==> config.mk <==
export PLATFORM = sky130hd
export DESIGN_NAME = shadow_route_dec
export DESIGN_NICKNAME = d
export VERILOG_FILES = /design/src/rtl/shadow_route_pkg.sv /design/src/rtl/shadow_seg_decode.sv /design/src/rtl/shadow_hole_decode.sv /design/src/rtl/shadow_route_merge.sv /design/src/rtl/shadow_route_dec.sv
export SDC_FILE = /design/constraint.sdc
export NUM_CORES = 1
export LEC_CHECK = 0
export BUFFER_PORTS_ARGS = -buffer_cell sky130_fd_sc_hd__buf_2
export CORE_MARGIN = 2
export CORE_UTILIZATION = 29
export DETAILED_ROUTE_END_ITERATION = 12
export GPL_ROUTABILITY_DRIVEN = 0
export PLACE_DENSITY_LB_ADDON = 0.3
export SLEW_MARGIN = 0
export SYNTH_ARGS = -nofsm -noshare
export SYNTH_HDL_FRONTEND = slang
export SYNTH_SLANG_ARGS = --single-unit
==> constraint.sdc <==
create_clock -name vclk -period 3.21
set_input_delay 0.4815 -clock vclk [all_inputs]
set_output_delay 0.4815 -clock vclk [all_outputs]
set_load 0.03 [all_outputs]
==> src/rtl/shadow_route_pkg.sv <==
package shadow_route_pkg;

   typedef struct packed {
      logic rd;
      logic wr;
   } route_t;

   localparam int unsigned LEGACY_BASE   = 32'h000C_0000;
   localparam int unsigned LOW_HOLE_LOG2 = 17;
   localparam int unsigned VGA_BASE      = 32'h000A_0000;
   localparam int unsigned DOS_TOP_BASE  = 32'h0008_0000;
   localparam int unsigned HI_HOLE_LOG2  = 20;
   localparam int unsigned HI_E_BASE     = 32'h00E0_0000;
   localparam int unsigned HI_F_BASE     = 32'h00F0_0000;

   localparam int unsigned HC_DOS_BIT = 2;
   localparam int unsigned HC_VGA_BIT = 3;
   localparam int unsigned HC_F_BIT   = 4;
   localparam int unsigned HC_E_BIT   = 5;

   localparam route_t ROUTE_INT = '{rd: 1'b1, wr: 1'b1};

endpackage

==> src/rtl/shadow_seg_decode.sv <==
module shadow_seg_decode
   import shadow_route_pkg::*;
#(
   parameter int ADDR_W       = 24,
   parameter int SEG_LOG2     = 14,
   parameter int SEGS_PER_REG = 8
) (
   input  logic                    clk_i,
   input  logic                    rst_ni,
   input  logic [ADDR_W-1:0]       addr_i,
   input  logic [SEGS_PER_REG-1:0] rd_lo_i,
   input  logic [SEGS_PER_REG-1:0] rd_hi_i,
   input  logic [SEGS_PER_REG-1:0] wr_lo_i,
   input  logic [SEGS_PER_REG-1:0] wr_hi_i,
   output logic                    hit_o,
   output route_t                  route_o
);

   localparam int TOT_SEGS     = 2 * SEGS_PER_REG;
   localparam int IDX_W        = $clog2(TOT_SEGS);
   localparam int REGION_SHIFT = SEG_LOG2 + IDX_W;
   localparam int REGION_TAG   = int'(LEGACY_BASE >> REGION_SHIFT);

   initial begin : elab_chk
      assert ((LEGACY_BASE % (32'd1 << REGION_SHIFT)) == 0)
         else $error("legacy base not aligned to segment region");
      assert (TOT_SEGS == (1 << IDX_W))
         else $error("segment count must be a power of two");
   end

   logic [ADDR_W-1:0]   region_tag;
   logic [IDX_W-1:0]    seg_idx;
   logic [TOT_SEGS-1:0] seg_sel;
   logic [TOT_SEGS-1:0] rd_en_vec;
   logic [TOT_SEGS-1:0] wr_en_vec;

   assign region_tag = addr_i >> REGION_SHIFT;
   assign seg_idx    = IDX_W'(addr_i >> SEG_LOG2);
   assign hit_o      = (region_tag == ADDR_W'(REGION_TAG));
   assign rd_en_vec  = {rd_hi_i, rd_lo_i};
   assign wr_en_vec  = {wr_hi_i, wr_lo_i};

   generate
      for (genvar g = 0; g < TOT_SEGS; g++) begin : g_seg
         assign seg_sel[g] = hit_o && (seg_idx == IDX_W'(g));
      end
   endgenerate

   assign route_o.rd = |(seg_sel & rd_en_vec);
   assign route_o.wr = |(seg_sel & wr_en_vec);

   // a cleared read bit must never yield an internal read
   assert_seg_rd_clear_R1: assert property (@(posedge clk_i) disable iff (!rst_ni)
      (hit_o && !rd_en_vec[seg_idx]) |-> !route_o.rd);
   // a set write bit must give an internal write
   assert_seg_wr_set_R2: assert property (@(posedge clk_i) disable iff (!rst_ni)
      (hit_o && wr_en_vec[seg_idx]) |-> route_o.wr);
   // at most one segment is selected
   assert_seg_onehot_R3: assert property (@(posedge clk_i) disable iff (!rst_ni)
      $onehot0(seg_sel));

endmodule

==> src/rtl/shadow_hole_decode.sv <==
module shadow_hole_decode
   import shadow_route_pkg::*;
#(
   parameter int ADDR_W     = 24,
   parameter int MEM_W      = 8,
   parameter int E_LIMIT_MB = 14,
   parameter int F_LIMIT_MB = 15
) (
   input  logic             clk_i,
   input  logic             rst_ni,
   input  logic [ADDR_W-1:0] addr_i,
   input  logic [3:0]       ctl_i,      // hole control bits 5..2
   input  logic [MEM_W-1:0] mem_mb_i,
   output logic             hit_o,
   output route_t           route_o
);

   localparam int VGA_TAG = int'(VGA_BASE >> LOW_HOLE_LOG2);
   localparam int DOS_TAG = int'(DOS_TOP_BASE >> LOW_HOLE_LOG2);
   localparam int E_TAG   = int'(HI_E_BASE >> HI_HOLE_LOG2);
   localparam int F_TAG   = int'(HI_F_BASE >> HI_HOLE_LOG2);
   localparam int CTL_LSB = HC_DOS_BIT;

   initial begin : elab_chk
      assert (ADDR_W >= 24) else $error("address must cover 16 MB");
      assert (E_LIMIT_MB < (1 << MEM_W) && F_LIMIT_MB < (1 << MEM_W))
         else $error("memory limits exceed MEM_W");
   end

   logic [ADDR_W-1:0] low_tag, high_tag;
   logic in_vga, in_dos, in_e, in_f, e_live, f_live;
   logic ctl_vga, ctl_dos, ctl_e, ctl_f;
   logic hole_int;

   assign low_tag  = addr_i >> LOW_HOLE_LOG2;
   assign high_tag = addr_i >> HI_HOLE_LOG2;
   assign in_vga   = (low_tag == ADDR_W'(VGA_TAG));
   assign in_dos   = (low_tag == ADDR_W'(DOS_TAG));
   assign in_e     = (high_tag == ADDR_W'(E_TAG));
   assign in_f     = (high_tag == ADDR_W'(F_TAG));
   assign e_live   = in_e && (mem_mb_i > MEM_W'(E_LIMIT_MB));
   assign f_live   = in_f && (mem_mb_i > MEM_W'(F_LIMIT_MB));

   assign ctl_dos = ctl_i[HC_DOS_BIT - CTL_LSB];
   assign ctl_vga = ctl_i[HC_VGA_BIT - CTL_LSB];
   assign ctl_f   = ctl_i[HC_F_BIT - CTL_LSB];
   assign ctl_e   = ctl_i[HC_E_BIT - CTL_LSB];

   always_comb begin
      hole_int = 1'b1;
      if (in_vga)      hole_int = ctl_vga;
      else if (in_dos) hole_int = ctl_dos;
      else if (e_live) hole_int = !ctl_e;
      else if (f_live) hole_int = !ctl_f;
   end

   assign hit_o      = in_vga | in_dos | e_live | f_live;
   assign route_o.rd = hole_int;
   assign route_o.wr = hole_int;

   // holes route reads and writes the same way
   assert_hole_sym_R5: assert property (@(posedge clk_i) disable iff (!rst_ni)
      hit_o |-> (route_o.rd == route_o.wr));
   // the 0xE00000 window is inert when memory is small
   assert_e_small_R7: assert property (@(posedge clk_i) disable iff (!rst_ni)
      (in_e && mem_mb_i <= MEM_W'(E_LIMIT_MB)) |-> !hit_o);
   // the 0xF00000 window is inert when memory is small
   assert_f_small_R8: assert property (@(posedge clk_i) disable iff (!rst_ni)
      (in_f && mem_mb_i <= MEM_W'(F_LIMIT_MB)) |-> !hit_o);

endmodule

==> src/rtl/shadow_route_merge.sv <==
module shadow_route_merge
   import shadow_route_pkg::*;
(
   input  logic   clk_i,
   input  logic   rst_ni,
   input  logic   seg_hit_i,
   input  route_t seg_route_i,
   input  logic   hole_hit_i,
   input  route_t hole_route_i,
   input  logic   acc_wr_i,
   output route_t route_o,
   output logic   acc_int_o
);

   always_comb begin
      route_o = ROUTE_INT;
      if (seg_hit_i)       route_o = seg_route_i;
      else if (hole_hit_i) route_o = hole_route_i;
   end

   assign acc_int_o = acc_wr_i ? route_o.wr : route_o.rd;

   // no window hit means internal both ways
   assert_default_int_R9: assert property (@(posedge clk_i) disable iff (!rst_ni)
      (!seg_hit_i && !hole_hit_i) |-> (route_o.rd && route_o.wr));
   // the access output tracks the write route on writes
   assert_acc_wr_R10: assert property (@(posedge clk_i) disable iff (!rst_ni)
      acc_wr_i |-> (acc_int_o == route_o.wr));
   // windows never overlap
   assert_no_overlap_R1: assert property (@(posedge clk_i) disable iff (!rst_ni)
      !(seg_hit_i && hole_hit_i));

endmodule

==> src/rtl/shadow_route_dec.sv <==
module shadow_route_dec
   import shadow_route_pkg::*;
#(
   parameter int ADDR_W       = 24,
   parameter int SEG_LOG2     = 14,
   parameter int SEGS_PER_REG = 8,
   parameter int MEM_W        = 8,
   parameter int E_LIMIT_MB   = 14,
   parameter int F_LIMIT_MB   = 15,
   parameter bit REG_OUT      = 1'b0
) (
   input  logic                    clk_i,
   input  logic                    rst_ni,
   input  logic [ADDR_W-1:0]       addr_i,
   input  logic                    acc_wr_i,
   input  logic [SEGS_PER_REG-1:0] shad_rd_lo_i,
   input  logic [SEGS_PER_REG-1:0] shad_rd_hi_i,
   input  logic [SEGS_PER_REG-1:0] shad_wr_lo_i,
   input  logic [SEGS_PER_REG-1:0] shad_wr_hi_i,
   input  logic [7:0]              hole_ctl_i,
   input  logic [MEM_W-1:0]        mem_mb_i,
   output logic                    rd_int_o,
   output logic                    wr_int_o,
   output logic                    acc_int_o,
   output logic                    bios_rd_shadow_o,
   output logic                    bios_wr_shadow_o
);

   localparam int BIOS_LSB = SEGS_PER_REG / 2;

   initial begin : elab_chk
      assert (SEGS_PER_REG >= 2 && SEGS_PER_REG % 2 == 0)
         else $error("SEGS_PER_REG must be even");
      assert (SEG_LOG2 + $clog2(2 * SEGS_PER_REG) == 18)
         else $error("segments must tile 0xC0000..0xFFFFF");
   end

   logic   seg_hit, hole_hit;
   route_t seg_route, hole_route, route_d;
   logic   acc_d, bios_rd_d, bios_wr_d;
   logic   unused_ctl;

   assign unused_ctl = ^{hole_ctl_i[7:6], hole_ctl_i[1:0]};

   shadow_seg_decode #(
      .ADDR_W(ADDR_W), .SEG_LOG2(SEG_LOG2), .SEGS_PER_REG(SEGS_PER_REG)
   ) u_seg (
      .clk_i(clk_i), .rst_ni(rst_ni), .addr_i(addr_i),
      .rd_lo_i(shad_rd_lo_i), .rd_hi_i(shad_rd_hi_i),
      .wr_lo_i(shad_wr_lo_i), .wr_hi_i(shad_wr_hi_i),
      .hit_o(seg_hit), .route_o(seg_route)
   );

   shadow_hole_decode #(
      .ADDR_W(ADDR_W), .MEM_W(MEM_W),
      .E_LIMIT_MB(E_LIMIT_MB), .F_LIMIT_MB(F_LIMIT_MB)
   ) u_hole (
      .clk_i(clk_i), .rst_ni(rst_ni), .addr_i(addr_i),
      .ctl_i(hole_ctl_i[HC_E_BIT:HC_DOS_BIT]), .mem_mb_i(mem_mb_i),
      .hit_o(hole_hit), .route_o(hole_route)
   );

   shadow_route_merge u_merge (
      .clk_i(clk_i), .rst_ni(rst_ni),
      .seg_hit_i(seg_hit), .seg_route_i(seg_route),
      .hole_hit_i(hole_hit), .hole_route_i(hole_route),
      .acc_wr_i(acc_wr_i), .route_o(route_d), .acc_int_o(acc_d)
   );

   assign bios_rd_d = |shad_rd_hi_i[SEGS_PER_REG-1:BIOS_LSB];
   assign bios_wr_d = |shad_wr_hi_i[SEGS_PER_REG-1:BIOS_LSB];

   // no upper enables means no summary flag
   assert_bios_rd_R4: assert property (@(posedge clk_i) disable iff (!rst_ni)
      (shad_rd_hi_i[SEGS_PER_REG-1:BIOS_LSB] == '0) |-> !bios_rd_d);
   assert_bios_wr_R4: assert property (@(posedge clk_i) disable iff (!rst_ni)
      $rose(bios_wr_d) |-> (shad_wr_hi_i != '0));

   generate
      if (REG_OUT) begin : g_reg
         logic past_ok;
         always_ff @(posedge clk_i or negedge rst_ni) begin
            if (!rst_ni) begin
               rd_int_o         <= 1'b0;
               wr_int_o         <= 1'b0;
               acc_int_o        <= 1'b0;
               bios_rd_shadow_o <= 1'b0;
               bios_wr_shadow_o <= 1'b0;
               past_ok          <= 1'b0;
            end else begin
               rd_int_o         <= route_d.rd;
               wr_int_o         <= route_d.wr;
               acc_int_o        <= acc_d;
               bios_rd_shadow_o <= bios_rd_d;
               bios_wr_shadow_o <= bios_wr_d;
               past_ok          <= 1'b1;
            end
         end
         // registered outputs lag the decode by one edge
         assert_reg_lag_R11: assert property (@(posedge clk_i) disable iff (!rst_ni)
            past_ok |-> (rd_int_o == $past(route_d.rd) && wr_int_o == $past(route_d.wr)
                         && acc_int_o == $past(acc_d)));
      end else begin : g_comb
         assign rd_int_o         = route_d.rd;
         assign wr_int_o         = route_d.wr;
         assign acc_int_o        = acc_d;
         assign bios_rd_shadow_o = bios_rd_d;
         assign bios_wr_shadow_o = bios_wr_d;
      end
   endgenerate

endmodule

* Word-level counts from Yosys, hierarchy flattened
Index checks and enable logic that the tools add are counted.
** Cells by class
- Reductions and logical operators :: 25
- Muxes and demuxes :: 7
- $lt $le $gt $ge :: 2
- Eq/ne operators :: 20
- Bitwise operators :: 5
** Operators by type and width (number)
- 4-bit == test, second input constant :: 10
- 16-bit AND :: 2
- 16-bit OR reduction :: 2
- 1-bit logical AND :: 18
- 4-bit by 3-bit == test with 1-bit output, second input constant :: 4
- 8-bit by 4-bit greater-than comparator with 1-bit output, second input constant :: 2
- 7-bit by 3-bit == test with 1-bit output, second input constant :: 2
- 4-bit by 2-bit == test with 1-bit output, second input constant :: 2
- 4-bit OR reduction :: 2
- 6-bit by 2-bit == test with 1-bit output, second input constant :: 1
- 1-bit 2-to-1 mux :: 5
- 4-bit by 1-bit == test with 1-bit output, second input constant :: 1
- 4-bit zero test :: 1
- 2-bit 2-to-1 mux :: 2
- 1-bit bitwise OR :: 3
- 1-bit zero test :: 2
** Word-level totals
- Bits in registers :: 0
- Output and inout bits :: 5
- Logic and storage cells :: 59

* Logic depth before layout (Yosys ltp)
Gate-level depths: netlist of run 1.
- Depth in word-level cells :: 9
- Gate-level depth with buffers :: 6

* Cells and area by module
Synthesis of run 1 repeated with hierarchy kept, for this count alone.
** Second synthesis, totals
- Cells, all modules :: 82
- Area total of the unflattened synthesis :: 598.1 µm²
** Modules (own cells, without submodules)
- shadow_seg_decode :: area each 394.1 µm², cells each 58, instances 1, sequential area each 0.0 µm²
- shadow_hole_decode :: area each 130.1 µm², cells each 17, instances 1, sequential area each 0.0 µm²
- shadow_route_merge :: area each 58.8 µm², cells each 5, instances 1, sequential area each 0.0 µm²
- shadow_route_dec :: area each 15.0 µm², cells each 2, instances 1, sequential area each 0.0 µm²

* Least setup slack after synthesis of run 1
OpenSTA, ideal clock, no wires.
- Kind :: input to output
- Start point :: in addr_i[17]
- End point :: out acc_int_o
- Path slack :: 774 ps
- Data required time :: 2728 ps
- Cell stages on the path :: 5
- Data arrival time :: 1954 ps
- Cells stage by stage :: or3b_1 -> o22ai_1 -> nor4_1 -> o21ai_1 -> mux2_2
** On the way
- Word-level cells in the longest chain between the ends :: 7
** Ends and longest elaborated chain
- start, declared :: RTL line shadow_route_dec.sv:14 : input logic [ADDR_W-1:0] addr_i,
- 7-bit by 3-bit == test with 1-bit output, on equally long branches :: RTL line shadow_hole_decode.sv:37, shadow_hole_decode.sv:38
- 1-bit bitwise OR (3 in series) :: RTL line shadow_hole_decode.sv:57 : assign hit_o = in_vga | in_dos | e_live | f_live;
- 2-bit 2-to-1 mux :: RTL line shadow_route_merge.sv:18 : else if (hole_hit_i) route_o = hole_route_i;
- 2-bit 2-to-1 mux * :: RTL line shadow_route_merge.sv:17 : if (seg_hit_i) route_o = seg_route_i;
- named net rd_int_o :: RTL line shadow_route_dec.sv:22 : output logic rd_int_o,
- 1-bit 2-to-1 mux * :: RTL line shadow_route_merge.sv:21 : assign acc_int_o = acc_wr_i ? route_o.wr : route_o.rd;
- end, declared :: RTL line shadow_route_dec.sv:24 : output logic acc_int_o,
The timed path passes the listed nets; every way through them passes the cells marked *.

* Worst setup path after layout of run 1
- Start point :: in addr_i[17]
- End point :: out acc_int_o
** On the way
- Word-level cells in the longest chain between the ends :: 7
** Ends and longest elaborated chain (RTL line)
- 7-bit by 3-bit == test with 1-bit output, on equally long branches :: shadow_hole_decode.sv:37, shadow_hole_decode.sv:38
- 1-bit bitwise OR (3 in series) :: shadow_hole_decode.sv:57
- 2-bit 2-to-1 mux :: shadow_route_merge.sv:18
- 2-bit 2-to-1 mux * :: shadow_route_merge.sv:17
- 1-bit 2-to-1 mux * :: shadow_route_merge.sv:21
Mark *: on every way between the ends. The rest lies on a longest branch, timed or not.

==> flow_metrics.tcl, run 1 <==
set metrics [dict create \
    status "complete, no violations" \
    ctsResizeCount 0 \
    seq_cells 0 \
    critPathRequiredTime_ns 2.73 \
    rsz0062_at_grt "no" \
    fin_nets 187 \
    ys_top_cells_by_count "mux2i_1 (17), o22ai_1 (8), nor4_1 (4)" \
    start_util_pct 31.71 \
    die_area_mm2 0.001780 \
    period_share_pct 75.61 \
    pwr-share-seq_pct 0 \
    placed_cell_area_um2 719.4 \
    fill_cells 142 \
    setup_tns_ns 0 \
    multi_input_area_um2 396.6 \
    fmax_mhz 412.0 \
    n_antenna_cell 0 \
    area_delta_synth_final_pct 70.12 \
    relSlewSlack_pct 70.96 \
    hpwl_mm 1.202 \
    hold_viol_final 0 \
    wirelength_mm 1.311 \
    grt_max_degree 14 \
    synth_nets 127 \
    synth_top_area_share_pct 40.24 \
    wire_per_inst_um 10.49 \
    cp-startpoint "addr_i[17]" \
    grt-ovfl-total 0 \
    post-cts-setup-buffer-count 0 \
    min_path_cells 3 \
    yosys_warnings 0 \
    use_met3_pct 1.724 \
    grt_pass1_wl_mm 2.359 \
    first_iter_violations 2 \
    hp-start "shad_rd_hi_i[6]" \
    max_cap_viol_count 0 \
    antenna_found_initial 0 \
    grt_pass1_vias 636 \
    power.leakage_nw 0.3795 \
    crit_path_max_fanout 13 \
    die_w_um 42.19 \
    synth-xor-area-share_pct 0 \
    top_usage_layer "met2" \
    crit_type "in2out" \
    syn_area_per_cell_um2 8.133 \
    post-place-ws_ns 0.7699 \
    setup_viol 0 \
    ir_drop_v 0.00004688 \
    clkbuf_count 0 \
    portBuffers 60 \
    fin_ws_ns 0.7829 \
    synthSimpleGateAreaFrac_pct 28.40 \
    synth_most_common_cell "mux2i_1" \
    stdcell_area_um2 719.4 \
    pwr-share-clk_pct 0 \
    worstMarginPinSlew_ns 0.4316 \
    hold_end "bios_rd_shadow_o" \
    synth_top_cell_by_area "mux2i_1" \
    coreArea_mm2 0.001334 \
    synth_compound_gate_area_share_pct 22.49 \
    yosysSeqAreaShare_pct 0 \
    syn_inst 52 \
    std_cell_rows 13 \
    remaining_drc_errors 0 \
    drt.antenna.violating_nets 0 \
    num_vias 648 \
    synth_top_cells_by_area "mux2i_1 (40%), o22ai_1 (12%), or3b_1 (6.2%)" \
    ys_types 17 \
    synthAdderAreaFrac_pct 0 \
    p_int_mw 0.04417 \
    p_per_area_mw_per_mm2 110.9 \
    vias_per_cell 5.184 \
    grt.total_usage_pct 15.32 \
    drive_gt1_share_pct 56.36 \
    synth_top_family_by_area "multiplexers" \
    netlist_area_um2 422.9 \
    first_pass_iters 4 \
    die_h_um 42.19 \
    critPathLaunchType "input pin" \
    pin_count 80 \
    crit_path_end_kind "output pin" \
    p_sw_share_pct 44.64 \
    synthMuxAreaShare_pct 42.90 \
    cp.arrival_ns 1.95 \
    period_minus_slack_ns 2.427 \
    hold_buffers 0 \
    use_met1_pct 16.20 \
    regArea_um2 0 \
    p_sw_mw 0.03562 \
    finalMaxSlewViolations 0 \
    met2_usage_pct 32.92 \
    combPwrFrac_pct 100.0 \
    min_path_type "in2out" \
]
==> per-layer routing <==
layer  up-vias  part of all wire, %
met5         -                    0
met2        30                   52
met1       279                   38
met4         0                    0
met3         0                  9.3
li1        339                    -
==> cell families after synthesis <==
group | after synthesis
AOI/OAI and AO/OA | 13
and+or+nand+nor | 18
buffers and inverters | 3
muxes | 18
==> stage by stage <==
step / cells / total power, mW / utilization [%] / hold slack (ns)
finish: 125 / 0.07979 / 53.94 / 1.314
global route: 125 / 0.08897 / 53.94 / 1.333
CTS: 125 / 0.08062 / 53.94 / 1.316
detailed placement: 125 / 0.08039 / 53.94 / 1.312
global placement: 125 / 0.07850 / 53.94 / 1.312
floorplan: 52 / 0.04046 / - / 1.195
==> worst max-delay path, cell delays in order <==
cell     delay [ns]
buf_2          0.28
mux2i_1        0.23
o22ai_1        0.09
nor4_1         0.30
o21ai_1        0.12
mux2_2         0.27
buf_2          0.18
==> power by group through the flow <==
stage	Combinational, mW	Clock, mW	Sequential, mW
after floorplan	0.0405	0	0
after global placement	0.0785	0	0
after detailed placement	0.0804	0	0
after CTS	0.0806	0	0
after global routing	0.0890	0	0
final	0.0798	0	0
==> final cells by class <==
type / count / area share (%)
well taps: 15 / 2.609
repair buffers: 60 / 41.74
multi-input cells: 49 / 55.13
inverters: 1 / 0.5217
==> worst max-delay path by stage <==
| stage | cells past startpoint | endpoint | slack (ns) |
|---|---|---|---|
| 2_1_floorplan | 5 | acc_int_o | 0.77 |
| 3_3_place_gp | 7 | acc_int_o | 0.79 |
| 3_5_place_dp | 7 | acc_int_o | 0.77 |
| 4_1_cts | 7 | acc_int_o | 0.76 |
| 5_1_grt | 7 | acc_int_o | 0.66 |
| 6_report | 7 | acc_int_o | 0.78 |
==> layout by cell type, fill, tap and decap left out, types with 2 or more instances in the layout <==
cell type and count:
nand3b_1 3, buf_2 60, mux2i_1 17, or3b_1 3
nand3_1 3, o22ai_1 8, or4_1 2, nor4_1 4
o21ai_1 2
Note: power is estimated with default switching activity, not from simulation.
==> run 2: changes to the inputs <==
Settings changed: CORE_UTILIZATION 29 to 24.
Clock period 3.21 ns to 2 ns, I/O delays scaled along.
==> run 2 against run 1 <==
- total power is 110% higher
- count of clock-buffer cells in the layout did not move
- core utilization decreased by 1.1 points
- global-route usage is 2.2 points lower
- sequential share of layout area is the same
- non-clock buffer count grew 6
- cell area is 24% higher
- routed wire length grew 23%
- highest routed layer unchanged
==> flow_metrics.tcl, run 2 (same netlist as run 1, synthesis figures left out) <==
set metrics [dict create \
    final_common_cell "buf_2" \
    fmax_mhz 513.6 \
    max_cap_viol_count 0 \
    p_per_area_mw_per_mm2 190.7 \
    grt.total_usage_pct 13.10 \
    start_util_pct 25.04 \
    p_sw_mw 0.07015 \
    post-place-ws_ns -0.1790 \
    p_int_mw 0.1000 \
    grt_pass1_wl_mm 2.194 \
    min_path_type "in2out" \
    drt.antenna.violating_nets 0 \
    status "complete, no violations" \
    grt_pass1_vias 582 \
    relSlewSlack_pct 74.09 \
    pwr-share-seq_pct 0 \
    rsz0062_at_grt "yes" \
    regArea_um2 0 \
    num_vias 712 \
    pwr-share-clk_pct 0 \
    die_w_um 45.98 \
    coreArea_mm2 0.001689 \
    met2_length_um 836 \
    p_sw_share_pct 41.22 \
    ir_drop_v 0.00009013 \
    fin_ws_ns 0.05301 \
    final_cell_mix "buf_2 (56), mux2i_1 (15), o22ai_1 (5), buf_4 (5)" \
    wire_per_inst_um 12.08 \
    hpwl_mm 1.295 \
    n_antenna_cell 0 \
    cp.arrival_ns 1.65 \
    first_iter_violations 3 \
    crit_path_max_fanout 11 \
    portBuffers 60 \
    remaining_drc_errors 0 \
    antenna_found_initial 0 \
    first_pass_iters 2 \
    top_layer "met3" \
    die_area_mm2 0.002114 \
    critPathRequiredTime_ns 1.70 \
    hold_viol_final 0 \
    wirelength_mm 1.607 \
    die_h_um 45.98 \
    hold_buffers 0 \
    stdcell_area_um2 892.1 \
    clkbuf_count 0 \
    period_share_pct 97.35 \
    area_delta_synth_final_pct 110.9 \
    crit_path_end_kind "output pin" \
    grt_max_degree 14 \
    crit_type "in2out" \
    combPwrFrac_pct 100.0 \
    drt-met1-wl_um 614 \
    pin_count 80 \
    wl_met3_um 156 \
    grt-ovfl-total 0 \
    power.leakage_nw 0.4449 \
    finalMaxSlewViolations 0 \
    seq_cells 0 \
    critPathLaunchType "input pin" \
    period_minus_slack_ns 1.947 \
    vias_per_cell 5.353 \
    placed_cell_area_um2 759.5 \
    worstMarginPinSlew_ns 0.3880 \
    setup_viol 0 \
    fin_nets 193 \
    std_cell_rows 15 \
    whs_ns 0.9457 \
    drive_gt1_share_pct 68.10 \
]
run 2: changes by cell type in the layout (fill, tap and decap cells not counted), moves of 3 or more:
cell | previous run | this run
o22ai_2 | 0 | 3
buf_2 | 60 | 56
o22ai_1 | 8 | 5
buf_4 | 0 | 5
run 2: what timing repair did:
| action | 4_1_cts | 5_1_grt |
|---|---|---|
| buffers inserted | 1 | 0 |
| gates cloned | 0 | 1 |
| pin swaps | 1 | 2 |
| resized for setup | 11 | 13 |
| endpoints found under the setup margin | 1 | 1 |
run 2: power groups by stage:
stage | Combinational, mW | Sequential (mW) | Clock, mW
2_1_floorplan | 0.0667 | 0 | 0
3_3_place_gp | 0.137 | 0 | 0
3_5_place_dp | 0.140 | 0 | 0
4_1_cts | 0.152 | 0 | 0
5_1_grt | 0.184 | 0 | 0
6_report | 0.170 | 0 | 0
run 2: path summary, 6_finish.rpt:
check                           to  slack [ns]             from  depth (start not counted)
hold / removal    bios_rd_shadow_o        0.95  shad_rd_hi_i[6]                          3
setup / recovery         acc_int_o        0.05       addr_i[15]                          8
run 2: metrics by stage:
stage                     total power, mW  setup TNS (ns)  util (%)  std cells
after global placement             0.1370         -0.1821     44.96        131
after detailed placement           0.1400         -0.1790     44.96        131
final                              0.1702               0     52.81        133
after floorplan                   0.06675               0         -         52
after global routing               0.1842       -0.009157     52.81        133
after CTS                          0.1516               0     48.00        132
run 2: final cells by class:
class | instances | area, um2
repair buffers | 66 | 405.4
fillers | 167 | 797.0
multi-input cells | 49 | 461.7
well taps | 17 | 21.27
inverters | 1 | 3.754
run 2: critical path, stage by stage:
cell	delay, ns
buf_12	0.11
mux2i_2	0.23
o22ai_2	0.09
nor4_2	0.29
buf_4	0.16
o21ai_4	0.05
mux2_4	0.28
buf_6	0.14
run 2: layer usage:
| metal | up-vias | GRT usage [%] |
|---|---|---|
| li1 | 352 | - |
| met1 | 318 | 15.35 |
| met2 | 42 | 26.94 |
| met3 | 0 | 0.3968 |
| met4 | 0 | 0 |
| met5 | - | 0 |
==> run 3: changes to the inputs <==
--- a/config.mk
+++ b/config.mk
@@ -12,5 +12,5 @@
 export GPL_ROUTABILITY_DRIVEN = 0
 export PLACE_DENSITY_LB_ADDON = 0.3
-export SLEW_MARGIN = 0
+export SLEW_MARGIN = 20
 export SYNTH_ARGS = -nofsm -noshare
 export SYNTH_HDL_FRONTEND = slang
==> constraint.sdc (replaced) <==
create_clock -name vclk -period 2
set_input_delay 0.2 -clock vclk [all_inputs]
set_output_delay 0.2 -clock vclk [all_outputs]
set_load 0.03 [all_outputs]
==> run 3 against run 2 <==
- total power decreased by 24%
- setup slack better by 0.10 ns
- routed wire length decreased by 10%
- global-route usage fell by 0.56 points
- sequential share of layout area did not move
- flip-flop and latch count unchanged
- core utilization decreased by 9.9 points
- hold slack worse by 0.19 ns
- cell area fell by 19%
==> flow_metrics.tcl, run 3 (same netlist as run 1, synthesis figures left out) <==
set metrics [dict create \
    status "complete, no violations" \
    first_pass_iters 3 \
    critPathLaunchType "input pin" \
    ir_drop_v 0.00005976 \
    crit_path_end_kind "output pin" \
    regArea_um2 0 \
    drt.antenna.violating_nets 0 \
    pin_count 80 \
    grt_max_degree 14 \
    grt_pass1_vias 544 \
    p_sw_share_pct 44.90 \
    final_cell_mix "buf_2 (59), mux2i_1 (17), o22ai_1 (8), nor4_1 (4)" \
    first_iter_violations 3 \
    power.leakage_nw 0.3802 \
    ctsResizeCount 0 \
    grt.total_usage_pct 12.54 \
    start_util_pct 25.04 \
    clkbuf_count 0 \
    min_path_type "in2out" \
    worstMarginPinSlew_ns 0.4416 \
    final_common_cell "buf_2" \
    hold_viol_final 0 \
    setup_viol 0 \
    hold_buffers 0 \
    die_w_um 45.98 \
    seq_cells 0 \
    die_h_um 45.98 \
    wire_per_inst_um 11.39 \
    rsz0062_at_grt "no" \
    cp.arrival_ns 1.65 \
    grt_pass1_wl_mm 2.028 \
    n_antenna_cell 0 \
    max_cap_viol_count 0 \
    crit_path_max_fanout 12 \
    pwr-share-clk_pct 0 \
    hpwl_mm 1.309 \
    coreArea_mm2 0.001689 \
    remaining_drc_errors 0 \
    p_sw_mw 0.05818 \
    p_per_area_mw_per_mm2 178.9 \
    drive_gt1_share_pct 56.36 \
    min_path_cells 3 \
    p_int_mw 0.07140 \
    portBuffers 60 \
    num_vias 655 \
    combPwrFrac_pct 100.0 \
    area_delta_synth_final_pct 71.30 \
    wirelength_mm 1.447 \
    finalMaxSlewViolations 0 \
    setup_tns_ns 0 \
    fin_util_pct 42.89 \
    std_cell_rows 15 \
    period_minus_slack_ns 1.847 \
    fmax_mhz 541.4 \
    grt-ovfl-total 0 \
    post-cts-setup-buffer-count 0 \
    relSlewSlack_pct 70.29 \
    fin_nets 187 \
    vias_per_cell 5.157 \
    pwr-share-seq_pct 0 \
    die_area_mm2 0.002114 \
    crit_type "in2out" \
    critPathRequiredTime_ns 1.80 \
    antenna_found_initial 0 \
    period_share_pct 92.35 \
]
run 3: cell types whose count changed in the layout (fill, tap and decap cells not counted), moves of 3 or more:
cell / change
o22ai_1: +3
buf_2: +3
buf_4: -5
o22ai_2: -3
run 3: path summary, 6_finish.rpt:
| path | start | endpoint | slack (ns) |
|---|---|---|---|
| worst min-delay path | shad_wr_hi_i[6] | bios_wr_shadow_o | 0.75 |
| worst max-delay path | addr_i[15] | acc_int_o | 0.15 |
run 3: final cells by class:
cell class | count | area, um2
Multi-Input combinational cell | 49 | 396.6
Inverter | 1 | 3.754
Fill cell | 171 | 964.7
Tap cell | 17 | 21.27
Timing Repair Buffer | 60 | 302.8
run 3: per-layer routing:
layer	global-route usage [%]	part of all wire, %	vias up
met4	0	0	0
met2	25.28	50	38
li1	-	-	341
met3	1.190	10	0
met5	0	0	-
met1	14.65	40	276
run 3: worst max-delay path: stages:
cell and delay [ns]:
buf_2 0.26, mux2i_1 0.23, o22ai_1 0.09, nor4_1 0.30
o21ai_1 0.11, mux2_2 0.27, buf_2 0.18
run 3: power groups by stage:
stage	logic [mW]	registers, mW	clock network, mW
after global routing	0.144	0	0
after detailed placement	0.131	0	0
final	0.130	0	0
after CTS	0.131	0	0
after floorplan	0.0649	0	0
after global placement	0.127	0	0
run 3: per-stage QoR:
stage	cells	hold WS [ns]	instance area [um2]	setup slack, ns	power, mW
2_1_floorplan	52	0.6321	422.9	0.1271	0.06494
3_3_place_gp	127	0.7492	721.9	0.1412	0.1275
3_5_place_dp	127	0.7531	721.9	0.1202	0.1307
4_1_cts	127	0.7531	721.9	0.1245	0.1309
5_1_grt	127	0.7710	724.4	0.01710	0.1438
6_report	127	0.7510	724.4	0.1531	0.1296
